**config.mk**
```make
export PLATFORM = sky130hd
export DESIGN_NAME = ppmb_port_if
export DESIGN_NICKNAME = d
export VERILOG_FILES = /design/src/rtl/ppmb_pkg.sv /design/src/rtl/ppmb_sync.sv /design/src/rtl/ppmb_readptr.sv /design/src/rtl/ppmb_mbox.sv /design/src/rtl/ppmb_port_if.sv
export SDC_FILE = /design/constraint.sdc
export NUM_CORES = 1
export LEC_CHECK = 0
export BUFFER_PORTS_ARGS = -buffer_cell sky130_fd_sc_hd__buf_2
export CORE_UTILIZATION = 48
export DETAILED_ROUTE_END_ITERATION = 6
export PLACE_DENSITY = 0.79
export SLEW_MARGIN = 5
export SYNTH_ARGS = -nofsm -noshare
export SYNTH_HDL_FRONTEND = slang
export SYNTH_SLANG_ARGS = --single-unit
```
**constraint.sdc**
```tcl
create_clock -name clk -period 2.1 [get_ports clk]
set_clock_uncertainty 0.15 [all_clocks]
set_input_delay 0.42 -clock clk [delete_from_list [all_inputs] [get_ports clk]]
set_output_delay 0.42 -clock clk [all_outputs]
set_load 0.02 [all_outputs]
```
**src/rtl/ppmb_pkg.sv**
```systemverilog
package ppmb_pkg;
   // source code is {selin, autofd}
   typedef enum logic [1:0] {
      SRC_CHAN_A = 2'b00,
      SRC_CHAN_B = 2'b01,
      SRC_MBOX   = 2'b10,
      SRC_IDENT  = 2'b11
   } src_e;
endpackage

```
**src/rtl/ppmb_sync.sv**
```systemverilog
module ppmb_sync #(
   parameter int W      = 1,
   parameter int STAGES = 2
) (
   input  logic         clk,
   input  logic         rst_n,
   input  logic [W-1:0] d,
   output logic [W-1:0] q
);
   initial assert (STAGES >= 1 && STAGES <= 4)
      else $error("ppmb_sync: STAGES out of range");

   logic [W-1:0] stg [STAGES];

   always_ff @(posedge clk or negedge rst_n) begin
      if (!rst_n) stg[0] <= '0;
      else        stg[0] <= d;
   end

   generate
      for (genvar i = 1; i < STAGES; i++) begin : g_stage
         always_ff @(posedge clk or negedge rst_n) begin
            if (!rst_n) stg[i] <= '0;
            else        stg[i] <= stg[i-1];
         end
      end
   endgenerate

   assign q = stg[STAGES-1];
endmodule

```
**src/rtl/ppmb_readptr.sv**
```systemverilog
module ppmb_readptr #(
   parameter int DEPTH = 1024,
   localparam int AW   = (DEPTH > 1) ? $clog2(DEPTH) : 1
) (
   input  logic          clk,
   input  logic          rst_n,
   input  logic          step,
   output logic [AW-1:0] ptr
);
   localparam logic [AW-1:0] LAST = AW'(DEPTH - 1);

   initial assert (DEPTH >= 2) else $error("ppmb_readptr: DEPTH too small");

   always_ff @(posedge clk or negedge rst_n) begin
      if (!rst_n)     ptr <= '0;
      else if (step)  ptr <= (ptr == LAST) ? '0 : ptr + 1'b1;
   end

   // one strobe, one step, with wrap
   p_ptr_step_r8: assert property (@(posedge clk) disable iff (!rst_n)
      step |=> ptr == (($past(ptr) == LAST) ? '0 : $past(ptr) + 1'b1));
   // no step, no motion
   p_ptr_hold_r9: assert property (@(posedge clk) disable iff (!rst_n)
      !step |=> $stable(ptr));
endmodule

```
**src/rtl/ppmb_mbox.sv**
```systemverilog
module ppmb_mbox #(
   parameter int DW = 8
) (
   input  logic          clk,
   input  logic          rst_n,
   input  logic          host_we,
   input  logic [DW-1:0] host_wdata,
   input  logic          ctl_we,
   input  logic [DW-1:0] ctl_wdata,
   input  logic          ctl_re,
   output logic [DW-1:0] host_view,
   output logic [DW-1:0] ctl_view,
   output logic          full
);
   logic [DW-1:0] held;
   logic          loaded;
   logic          by_host;

   wire ctl_ok  = ctl_we  && (ctl_wdata  != '0);
   wire host_ok = host_we && (host_wdata != '0);

   always_ff @(posedge clk or negedge rst_n) begin
      if (!rst_n) begin
         held    <= '0;
         loaded  <= 1'b0;
         by_host <= 1'b0;
         full    <= 1'b0;
      end else if (ctl_ok) begin
         held    <= ctl_wdata;
         loaded  <= 1'b1;
         by_host <= 1'b0;
         full    <= 1'b0;
      end else if (host_ok) begin
         held    <= host_wdata;
         loaded  <= 1'b1;
         by_host <= 1'b1;
         full    <= 1'b1;
      end else if (ctl_re) begin
         full    <= 1'b0;
      end
   end

   assign host_view = (loaded && !by_host) ? held : '0;
   assign ctl_view  = (loaded &&  by_host) ? held : '0;

   // acknowledge clears the flag unless a fresh host byte lands
   p_full_clear_r5: assert property (@(posedge clk) disable iff (!rst_n)
      (ctl_re && !host_ok) |=> !full);
   // zero bytes alone never alter what either side sees
   p_zero_ignored_r7: assert property (@(posedge clk) disable iff (!rst_n)
      (!ctl_ok && !host_ok && !ctl_re) |=> $stable(host_view) && $stable(ctl_view) && $stable(full));
   // a side never reads back its own byte
   p_one_side_r4: assert property (@(posedge clk) disable iff (!rst_n)
      (host_view == '0) || (ctl_view == '0));
endmodule

```
**src/rtl/ppmb_port_if.sv**
```systemverilog
module ppmb_port_if #(
   parameter int           DW          = 8,
   parameter int           DEPTH       = 1024,
   parameter int           SYNC_STAGES = 2,
   parameter logic [DW-1:0] ID_BYTE    = DW'(8'h55),
   localparam int          AW          = (DEPTH > 1) ? $clog2(DEPTH) : 1
) (
   input  logic          clk,
   input  logic          rst_n,
   input  logic          host_dir_in,
   input  logic          host_autofd,
   input  logic          host_selin,
   input  logic          host_strobe,
   input  logic          host_init,
   input  logic [DW-1:0] host_data_in,
   output logic [DW-1:0] host_data_out,
   output logic          host_data_oe,
   input  logic [DW-1:0] chan_a_data,
   input  logic [DW-1:0] chan_b_data,
   output logic [AW-1:0] rd_addr,
   input  logic          ctl_wr,
   input  logic [DW-1:0] ctl_wdata,
   input  logic          ctl_rd,
   output logic [DW-1:0] ctl_rdata,
   output logic          mbox_full
);
   import ppmb_pkg::*;

   initial assert (DW >= 8) else $error("ppmb_port_if: DW below 8");

   localparam int NCTL = 5;
   logic [NCTL-1:0] ctl_raw, ctl_s;
   assign ctl_raw = {host_dir_in, host_autofd, host_selin, host_strobe, host_init};

   ppmb_sync #(.W(NCTL), .STAGES(SYNC_STAGES)) u_sync (
      .clk(clk), .rst_n(rst_n), .d(ctl_raw), .q(ctl_s));

   wire s_dir    = ctl_s[4];
   wire s_autofd = ctl_s[3];
   wire s_selin  = ctl_s[2];
   wire s_stb    = ctl_s[1];
   wire s_init   = ctl_s[0];

   src_e src;
   assign src = src_e'({s_selin, s_autofd});

   logic stb_q;
   always_ff @(posedge clk or negedge rst_n) begin
      if (!rst_n) stb_q <= 1'b0;
      else        stb_q <= s_stb;
   end
   wire stb_rise = s_stb && !stb_q;

   wire step    = stb_rise && (src == SRC_CHAN_A || src == SRC_CHAN_B);
   wire host_we = stb_rise && (src == SRC_MBOX) && s_init;

   ppmb_readptr #(.DEPTH(DEPTH)) u_ptr (
      .clk(clk), .rst_n(rst_n), .step(step), .ptr(rd_addr));

   logic [DW-1:0] host_view;
   ppmb_mbox #(.DW(DW)) u_mbox (
      .clk(clk), .rst_n(rst_n),
      .host_we(host_we), .host_wdata(host_data_in),
      .ctl_we(ctl_wr), .ctl_wdata(ctl_wdata), .ctl_re(ctl_rd),
      .host_view(host_view), .ctl_view(ctl_rdata), .full(mbox_full));

   logic [DW-1:0] sel_byte;
   always_comb begin
      unique case (src)
         SRC_CHAN_A: sel_byte = chan_a_data;
         SRC_CHAN_B: sel_byte = chan_b_data;
         SRC_MBOX:   sel_byte = host_view;
         default:    sel_byte = ID_BYTE;
      endcase
   end

   always_ff @(posedge clk or negedge rst_n) begin
      if (!rst_n) begin
         host_data_out <= '0;
         host_data_oe  <= 1'b0;
      end else begin
         host_data_out <= sel_byte;
         host_data_oe  <= s_dir;
      end
   end

   // drive enable follows the synchronized host direction
   p_oe_dir_r2: assert property (@(posedge clk) disable iff (!rst_n)
      !s_dir |=> !host_data_oe);
   // identification code yields the constant
   p_ident_r1: assert property (@(posedge clk) disable iff (!rst_n)
      (src == SRC_IDENT) |=> host_data_out == ID_BYTE);
   // the identification code never writes the mailbox
   p_no_write_ident_r9: assert property (@(posedge clk) disable iff (!rst_n)
      (src == SRC_IDENT) |=> $stable(mbox_full) || $past(ctl_rd) || $past(ctl_wr));
endmodule

```
=== Yosys cells after proc, flatten, opt, wreduce, memory -nomap -nowiden ===
Cells that the tools add are included.

* Add/subtract/negate cells: 1
* Equal/unequal tests: 3
* Multiplexer cells: 12
* Reduce and logical (&&, ||, !) cells: 16

{| class="wikitable"
|+ Operators by type and width
! operator !! count
|-
| $mux W8 || 4
|-
| $pmux W8 S3 || 1
|-
| $reduce_bool A8 Y1 || 2
|-
| $add A10 B1 Y10 const B || 1
|-
| $eq A10 B10 Y1 const B || 1
|-
| $mux W10 || 1
|-
| $logic_and A1 B1 Y1 || 8
|-
| $mux W1 || 6
|-
| $reduce_bool A3 Y1 || 1
|-
| $eq A2 B1 Y1 const B || 1
|-
| $eq A2 B2 Y1 const B || 1
|-
| $logic_not A1 Y1 || 2
|-
| $logic_not A2 Y1 || 1
|-
| $reduce_bool A2 Y1 || 1
|-
| $logic_or A1 B1 Y1 || 1
|}

* Logic and storage cells: 42
* Output and inout port bits: 28
* Register bits after elaboration: 41
* Bits of input ports: 41

=== Longest topological paths before layout ===
Gate-level depths: netlist of run 1.

* Depth after elaboration: 7
* Gate-level depth with buffers: 5
* Gate-level depth less buffers: 5

=== By module ===
A second synthesis of run 1 with hierarchy kept.

* Cells, all modules: 166
* Area, all modules: 2064.5 um^2

{| class="wikitable"
|+ Modules (own cells, without submodules)
! module !! area each (um^2) !! instances !! sequential area each (um^2) !! cells each
|-
| ppmb_mbox || 789.5 || 1 || 275.3 || 73
|-
| ppmb_readptr || 508.0 || 1 || 250.2 || 46
|-
| ppmb_port_if || 479.2 || 1 || 250.2 || 32
|-
| ppmb_sync || 287.8 || 1 || 250.2 || 15
|}

=== Least setup slack after synthesis of run 1 ===
No wires, ideal clock.

* Path kind: input-to-reg
* From: in host_data_in[2]
* To: reg u_mbox.loaded
* Setup time: 0.124 ns
* Buffers on the path: 0
* Data required time: 1.826 ns
* Stages: 4
* Arrival: 1.501 ns
* Slack: 0.325 ns
* Cell sequence: or4_1 -> o211ai_2 -> nand2_2 -> or2_1

* Cells in the longest elaborated chain, start to end: 3

{| class="wikitable"
|+ RTL lines
! what !! line !! text
|-
| from (decl) || ppmb_port_if.sv:15 || <nowiki>input logic [DW-1:0] host_data_in,</nowiki>
|-
| $reduce_bool A8 Y1 || ppmb_mbox.sv:20 || <nowiki>wire host_ok = host_we && (host_wdata != '0);</nowiki>
|-
| $logic_and A1 B1 Y1 || ppmb_mbox.sv:20 ||
|-
| $reduce_bool A2 Y1 (no line) || - ||
|-
| to (signal assigned) || ppmb_mbox.sv:25 || <nowiki>loaded <= 1'b0;</nowiki>
|-
| to (signal assigned) || ppmb_mbox.sv:30 || <nowiki>loaded <= 1'b1;</nowiki>
|-
| to (signal assigned) || ppmb_mbox.sv:35 || <nowiki>loaded <= 1'b1;</nowiki>
|-
| to (decl) || ppmb_mbox.sv:16 || <nowiki>logic loaded;</nowiki>
|}

No other way between the ends.
A chain may end at the register's enable or synchronous reset.

=== Worst setup path after layout of run 1 ===
* From: reg u_sync.stg, in the netlist u_sync.q[3]
* To: reg u_mbox.held[2]

* Cells in the longest elaborated chain, start to end: 5

{| class="wikitable"
|+ RTL lines
! what !! line !! text
|-
| from (decl) || ppmb_sync.sv:13 || <nowiki>logic [W-1:0] stg [STAGES];</nowiki>
|-
| from (signal, indexed assignment) || ppmb_sync.sv:24 || <nowiki>else stg[i] <= stg[i-1];</nowiki>
|-
| $eq A2 B2 Y1 || ppmb_port_if.sv:55 || <nowiki>wire host_we = stb_rise && (src == SRC_MBOX) && s_init;</nowiki>
|-
| $logic_and A1 B1 Y1 (2 in a row) || ppmb_port_if.sv:55 ||
|-
| $logic_and A1 B1 Y1 || ppmb_mbox.sv:20 ||
|-
| $reduce_bool A2 Y1 (no line) || - ||
|-
| to (signal assigned) || ppmb_mbox.sv:29 || <nowiki>held <= ctl_wdata;</nowiki>
|-
| to (signal assigned) || ppmb_mbox.sv:34 || <nowiki>held <= host_wdata;</nowiki>
|-
| to (decl) || ppmb_mbox.sv:15 || <nowiki>logic [DW-1:0] held;</nowiki>
|}

No other way between the ends.

==> results.ini, run 1 <==
[setup_path]
crit_required_ns=2.12
cp-start-kind=flop
timing.rr.start=u_sync.q[3]
cp_max_fo=10
path_cells=nor4bb_1 > o211ai_2 > buf_4 > o21ai_1 > a2bb2oi_1
crit_slowest_cell=nor4bb_1
slowest_delay_ns=0.50
cp.arrival_ns=1.80
r2r_end=u_mbox.held[2]
endpoint_kind=flop
r2r_cells=5
rrSetupSlack_ns=0.32
path_class=flop to flop

[finish]
nNetsFinal=280
area_growth_pct=29.1
stdcell_count=284
drive_above_1_share_pct=36.1
antenna_cells=0
final_common_cell=buf_2
layout_common_cells=buf_2 (68), dfrtp_1 (41), nand2_1 (22), and3_1 (10)

[clock_tree]
htreeDepth=2
cts_num_sinks=41
tritoncts=done
path_clk_slew_ns=0.07
cts_root_buf=clkbuf_8
cts_inserted_buffers=5
clockBufferDepth=2
cts_setup_buffers=0
clk_latency_ns=0.28

[placement]
port_buffers=68
dp_hpwl_um=2890
place_inst=276
place_congestion=0.789
preCtsSetupSlack_ns=0.180

[die]
die_height_um=62.7
core_mm2=0.00344
start_util_pct=51.4
rows=21
die-width_um=62.7
io_pins=69
dieArea_mm2=0.00393

[logic_synthesis]
synth.net_count=203
yosysUniqueCellTypes=37
synth_area_leaders=dfrtp_1 (58%), nand2_1 (4.7%), a2bb2oi_1 (4.0%)
postSynthAreaPerCell_um2=11.0
synth_top_family_by_area=simple AND/OR/NAND/NOR gates
synth-xor-area-share_pct=3.47
yosys.area_share.simple_pct=19.4
synth-seq-area-share_pct=58.0
synth_mux_area_share_pct=2.26
synthAdderAreaFrac_pct=0.707
synth_area_mm2=0.00177
yosysTopAreaCellShare_pct=58.0
synth-compound-area-share_pct=13.1
ys_seq_elements=41
synth_top_area_cell=dfrtp_1
ys_warn_count=0
postSynthCellCount=161

[worst_hold_path]
hold_path_startpoint=host_init
hold-path-cell-count=1
hold_end=u_sync.stg[5]
hp-class=input port to flop

[flow_run]
drv_cap=0

[pwr]
vdd_ir_drop_max_mv=0.512
p_leak_nw=1.17
power.density_mw_per_mm2=756
total_power_mw=1.73

[route]
drc=0
drt_iter0_drc=60
via_per_inst=5.23
vias=1485
drtAntennaViolNets=0
drt-pass1-iter-count=4
wl_per_cell_um=13.1
routed_wl_um=3730

[timing]
hold_viol=0
fin_crit_ns=1.78
drv_slew=0
maxSlewHeadroom_pct=65.2
worstMarginPinSlew_ns=0.515
fin_crit_sh_pct=84.7
rsz0062_at_grt=no
finalSetupTns_ns=0
fmax_ghz=0.562
finalWorstSetupSlack_ns=0.321
setup_viol=0

[outcome]
status=complete, no violations

[global_route]
grt_start_max_net_pins=20
gr-total-overflow=0
grt_pass1_wl_um=6340
grtUsageTotal_pct=21.0
grt_pass1_vias=1414
antenna_found_initial=0

[timing repair]
item,CTS,global route
hold endpoints to repair,17,0
hold buffers,1,0
resized for setup,0,0
[critical path, delay by kind of cell, from the launching register on]
| kind | cells | cell delay [ns] |
|---|---|---|
| AOI/OAI and AO/OA | 3 | 0.42 |
| buffers and inverters | 1 | 0.20 |
| DFF | 1 | 0.38 |
| and+or+nand+nor | 1 | 0.50 |
[worst max path at each step]
stage                     from             end  slack (ns)
2_1_floorplan  host_data_in[2]   u_mbox.loaded        0.32
3_3_place_gp   host_data_in[2]   u_mbox.loaded        0.19
3_5_place_dp   host_data_in[2]   u_mbox.loaded        0.18
4_1_cts            u_sync.q[3]  u_mbox.held[2]        0.29
5_1_grt            u_sync.q[3]  u_mbox.held[2]        0.22
6_report           u_sync.q[3]  u_mbox.held[2]        0.32
[area by class of cell]
cell class,count,area [um^2]
Timing Repair Buffer,77,410
Sequential cell,41,1030
Inverter,4,15.0
Clock buffer,7,86.3
Fill cell,295,1160
Multi-Input combinational cell,109,689
Tap cell,46,57.6
[where the power goes]
group,switching (mW),internal (mW)
Clock,0.236,0.260
Combinational,0.176,0.132
Sequential,0.0622,0.860
Total,0.474,1.25
[synthesized netlist by cell type]
| cell type | instances |
|---|---|
| o21ai_2 | 1 |
| a21boi_0 | 1 |
| nor3b_1 | 1 |
| nand2b_1 | 2 |
| o211ai_2 | 1 |
| o211ai_1 | 1 |
| nand2_2 | 1 |
| clkbuf_1 | 4 |
| o21ai_0 | 6 |
| nand4_1 | 4 |
| and2_1 | 2 |
| nand2_1 | 22 |
| a2bb2oi_1 | 8 |
| nor2_1 | 3 |
| and4_1 | 1 |
| or2_1 | 1 |
| or4_1 | 3 |
| clkbuf_4 | 1 |
| mux2i_1 | 4 |
| and3_1 | 10 |
| o22ai_1 | 5 |
| xor2_1 | 4 |
| nand3_1 | 5 |
| inv_1 | 4 |
| nor4bb_1 | 2 |
| o31ai_1 | 1 |
| or4_4 | 1 |
| o21ai_1 | 8 |
| dfrtp_1 | 41 |
| buf_6 | 1 |
| a21boi_1 | 1 |
| buf_2 | 1 |
| o311ai_0 | 1 |
| nor2b_1 | 4 |
| ha_1 | 1 |
| xnor2_1 | 3 |
| nor3_1 | 1 |
[registers in the layout, summed over array words and instances, names as in the netlist]
signal and flops:
u_mbox.by_host 1, host_data_oe 1, stb_q 1, u_mbox.loaded 1, u_sync.q 5, host_data_out 8, u_mbox.full 1, u_ptr.ptr 10
u_sync.stg 5, u_mbox.held 8
[metal layers]
layer  up-vias  global-route usage (%)  part of all wire [%]
li1        732                       -                     -
met1       690                    27.5                    45
met2        58                    33.7                    47
met3         5                    4.74                   5.6
met4         0                    8.72                   1.6
met5         -                       0                     0
[logic make-up after synthesis]
kind of cell	after synthesis
simple gates	63
compound gates	34
mux	4
flops	41
xor+xnor	7
buf+inv	11
fa+ha+maj	1
[stage by stage]
stage | util (%) | cell area (um^2) | hold WS [ns]
floorplan | - | 1770 | -0.0256
global placement | 63.6 | 2190 | 0.182
detailed placement | 63.6 | 2190 | 0.186
CTS | 66.4 | 2280 | 0.0777
global route | 66.4 | 2280 | 0.0717
finish | 66.4 | 2280 | 0.0891
No activity file was read; power rests on OpenSTA's default activity.
==> inputs of run 2 (changes only) <==
--- a/config.mk
+++ b/config.mk
@@ -5,10 +5,11 @@
 export SDC_FILE = /design/constraint.sdc
 export NUM_CORES = 1
 export LEC_CHECK = 0
+export ABC_AREA = 1
 export BUFFER_PORTS_ARGS = -buffer_cell sky130_fd_sc_hd__buf_2
-export CORE_UTILIZATION = 48
+export CORE_UTILIZATION = 45
 export DETAILED_ROUTE_END_ITERATION = 6
-export PLACE_DENSITY = 0.79
+export PLACE_DENSITY = 0.76
 export SLEW_MARGIN = 5
 export SYNTH_ARGS = -nofsm -noshare
 export SYNTH_HDL_FRONTEND = slang
==> constraint.sdc (replaced) <==
create_clock -name clk -period 1.5 [get_ports clk]
set_clock_uncertainty 0.15 [all_clocks]
set_input_delay 0.3 -clock clk [delete_from_list [all_inputs] [get_ports clk]]
set_output_delay 0.3 -clock clk [all_outputs]
set_load 0.02 [all_outputs]
==> run 2 against run 1 <==
Via count grew 19%. Sequential share of layout area shrank 5.7 points. Final area grew 15%. Die area grew 19%. Flip-flop and latch count is the same. Routed wire length grew 12%. Clock-buffer cell count shrank 2. Global-route usage shrank 0.60 points. Total power grew 52%.
==> results.ini, run 2 <==
[finish]
reg_top3=u_ptr.ptr (10), host_data_out (8), u_mbox.held (8)
final_common_cell=nand2_1
stdcell_area_mm2=0.00262
drive_above_1_share_pct=32.3
nNetsFinal=369
layout_common_cells=nand2_1 (64), buf_2 (60), nand3_1 (40), dfrtp_1 (40), inv_1 (35)
stdcell_count=378
largest_reg_flops=10
final_util_pct=63.7
largest-register=u_ptr.ptr
antenna_cells=0
n_fill_cell=362
area_growth_pct=32.0

[placement]
place_inst=363
dp_hpwl_um=3230
place_congestion=0.881
port_buffers=68
placed_area_mm2=0.00242

[setup_path]
cp_num_buf_inv=1
path_delay_family=flip-flops
crit_required_ns=1.05
path_class=flop to output pin
cp_max_fo=8
slowest_delay_ns=0.40
crit_slowest_cell=dfrtp_1
cp.arrival_ns=1.05
cp-start-kind=flop
path_cells=nand2_4 > nor2_2 > buf_6
endpoint_kind=output pin
rrSetupSlack_ns=0.10

[logic_synthesis]
synth-seq-area-share_pct=51.6
ys_async_sr_fraction_pct=100
postSynthCellCount=242
ys_seq_elements=41
synth_top_family_by_area=simple AND/OR/NAND/NOR gates
yosysUniqueCellTypes=27
yosysTopAreaCellShare_pct=51.6
synth_top_flop_cell=dfrtp_1
yosys.area_share.simple_pct=33.8
synth_most_common_cell=nand2_1
synth_edf_count=0
synthAdderAreaFrac_pct=0.630
ys_warn_count=0
synth_mux_area_share_pct=0
synth_area_mm2=0.00199
synth.net_count=284
synth_area_leaders=dfrtp_1 (52%), nand2_1 (12%), nand3_1 (10%)
netlist_top_cells_count=nand2_1 (65), dfrtp_1 (41), nand3_1 (40)
synth-compound-area-share_pct=2.77
synth_top_area_cell=dfrtp_1
synth-xor-area-share_pct=1.76
postSynthAreaPerCell_um2=8.21

[route]
wl_per_cell_um=11.1
drt_iter0_drc=122
routed_wl_um=4180
drt-pass1-iter-count=4
vias=1773
drc=0
drtAntennaViolNets=0
via_per_inst=4.69

[global_route]
grtUsageTotal_pct=20.4
grt_pass1_wl_um=6950
grt_start_max_net_pins=42
grt_pass1_vias=1661
antenna_found_initial=0
gr-total-overflow=0

[pwr]
internal-power_mw=1.80
power.density_mw_per_mm2=999
combPwrFrac_pct=23.7
switchingPower_uw=818
power_frac_seq_pct=50.0
p_leak_nw=1.45
vdd_ir_drop_max_mv=0.528
pwr-share-clk_pct=26.2
p_sw_share_pct=31.2

[die]
start_util_pct=48.3
core_mm2=0.00412
rows=23
die-width_um=68.5
die_height_um=68.5
dieArea_mm2=0.00469
io_pins=69

[timing]
maxSlewHeadroom_pct=80.8
finalSetupTns_ns=0
setup_viol=0
rsz0062_at_grt=yes
fin_crit_ns=1.50
hold_viol=0
worstMarginPinSlew_ns=0.287
fmax_ghz=0.668
drv_slew=0
hold_slack_ns=0.0829
fin_crit_sh_pct=99.8

[clock_tree]
cts_num_sinks=41
tritoncts=done
path_clk_slew_ns=0.08
cts_inserted_buffers=5
cts_root_buf=clkbuf_8
clockBufferDepth=2
clk_latency_ns=0.29
htreeDepth=2

[flow_run]
drv_cap=0

[worst_hold_path]
hp-class=input port to flop

[outcome]
status=complete, no violations

## run 2: cell count changes in the layout (fill, tap and decap cells not counted), sizes merged, moves of 4 or more
| cell | change |
|---|---|
| nor2b | -4 |
| a2bb2oi | -8 |
| o21ai | -7 |
| dlygate4sd3 | +5 |
| mux2i | -4 |
| or4 | -4 |
| nand2 | +44 |
| nand3 | +37 |
| inv | +32 |
| nor2 | +26 |
| and3 | -9 |
| o22ai | -5 |
## run 2: power groups by stage
stage               sequential (mW)  clock (mW)  combinational (mW)
floorplan                      1.42           0               0.239
global placement               1.33           0               0.571
detailed placement             1.33           0               0.584
CTS                            1.31       0.717               0.620
global route                   1.33       0.765               0.701
finish                         1.31       0.687               0.622
## run 2: path summary, 6_finish.rpt
| path | cells past startpoint | endpoint | from |
|---|---|---|---|
| setup / recovery | 3 | ctl_rdata[2] | u_mbox.by_host |
| hold / removal | 3 | host_data_out[1] | chan_a_data[1] |
| setup reg to reg | 5 | u_ptr.ptr[3] | u_ptr.ptr[0] |
| hold reg to reg | 0 | u_sync.q[2] | u_sync.stg[7] |
| max in group asynchronous | 3 | u_sync.q[3] | rst_n |
| min in group asynchronous | 3 | host_data_out[1] | rst_n |
## run 2: cells by family after synthesis
| group | Yosys count |
|---|---|
| AND/OR/NAND/NOR | 146 |
| AO/OA/AOI/OAI | 8 |
| flip-flops | 41 |
| XOR/XNOR | 4 |
| adder cells (fa/ha/maj) | 1 |
| buffers and inverters | 42 |
## run 2: cell type report
cell class	instances	area [um^2]	share of cell area [%]
Clock buffer	5	68.8	2.62
Sequential cell	41	1030	39.2
Timing Repair Buffer	83	508	19.4
Multi-Input combinational cell	159	798	30.4
Clock inverter	3	17.5	0.668
Tap cell	50	62.6	2.39
Inverter	37	140	5.34
## run 2: per-stage QoR
stage	power, mW	setup WS (ns)
finish	2.62	0.00362
global route	2.79	-0.0591
CTS	2.65	-0.00420
detailed placement	1.91	0.0403
global placement	1.90	0.0977
floorplan	1.66	0.0340
## run 2: layer usage
layer	routed length [um]	vias to the layer above	share of wire (%)	GRT usage, %
met1	1850	793	44	24.9
met3	214	4	5.1	6.33
met4	53	0	1.3	6.77
li1	-	921	-	-
met5	0	-	0	0
met2	2060	55	49	34.1
## run 2: repair_timing
item                                   4_1_cts  5_1_grt
gates resized for setup                     12        6
setup endpoints to repair                    8       22
gates cloned                                 0        0
hold buffers                                 6        0
pin swaps                                    1        1
setup buffers                                1        0
endpoints found under the hold margin       46        0
## run 2: tightest hold or removal path: cells and delay by family
| kind | cells | cell delay (ns) |
|---|---|---|
| buffers and inverters | 1 | 0.08 |
| and+or+nand+nor | 2 | 0.10 |
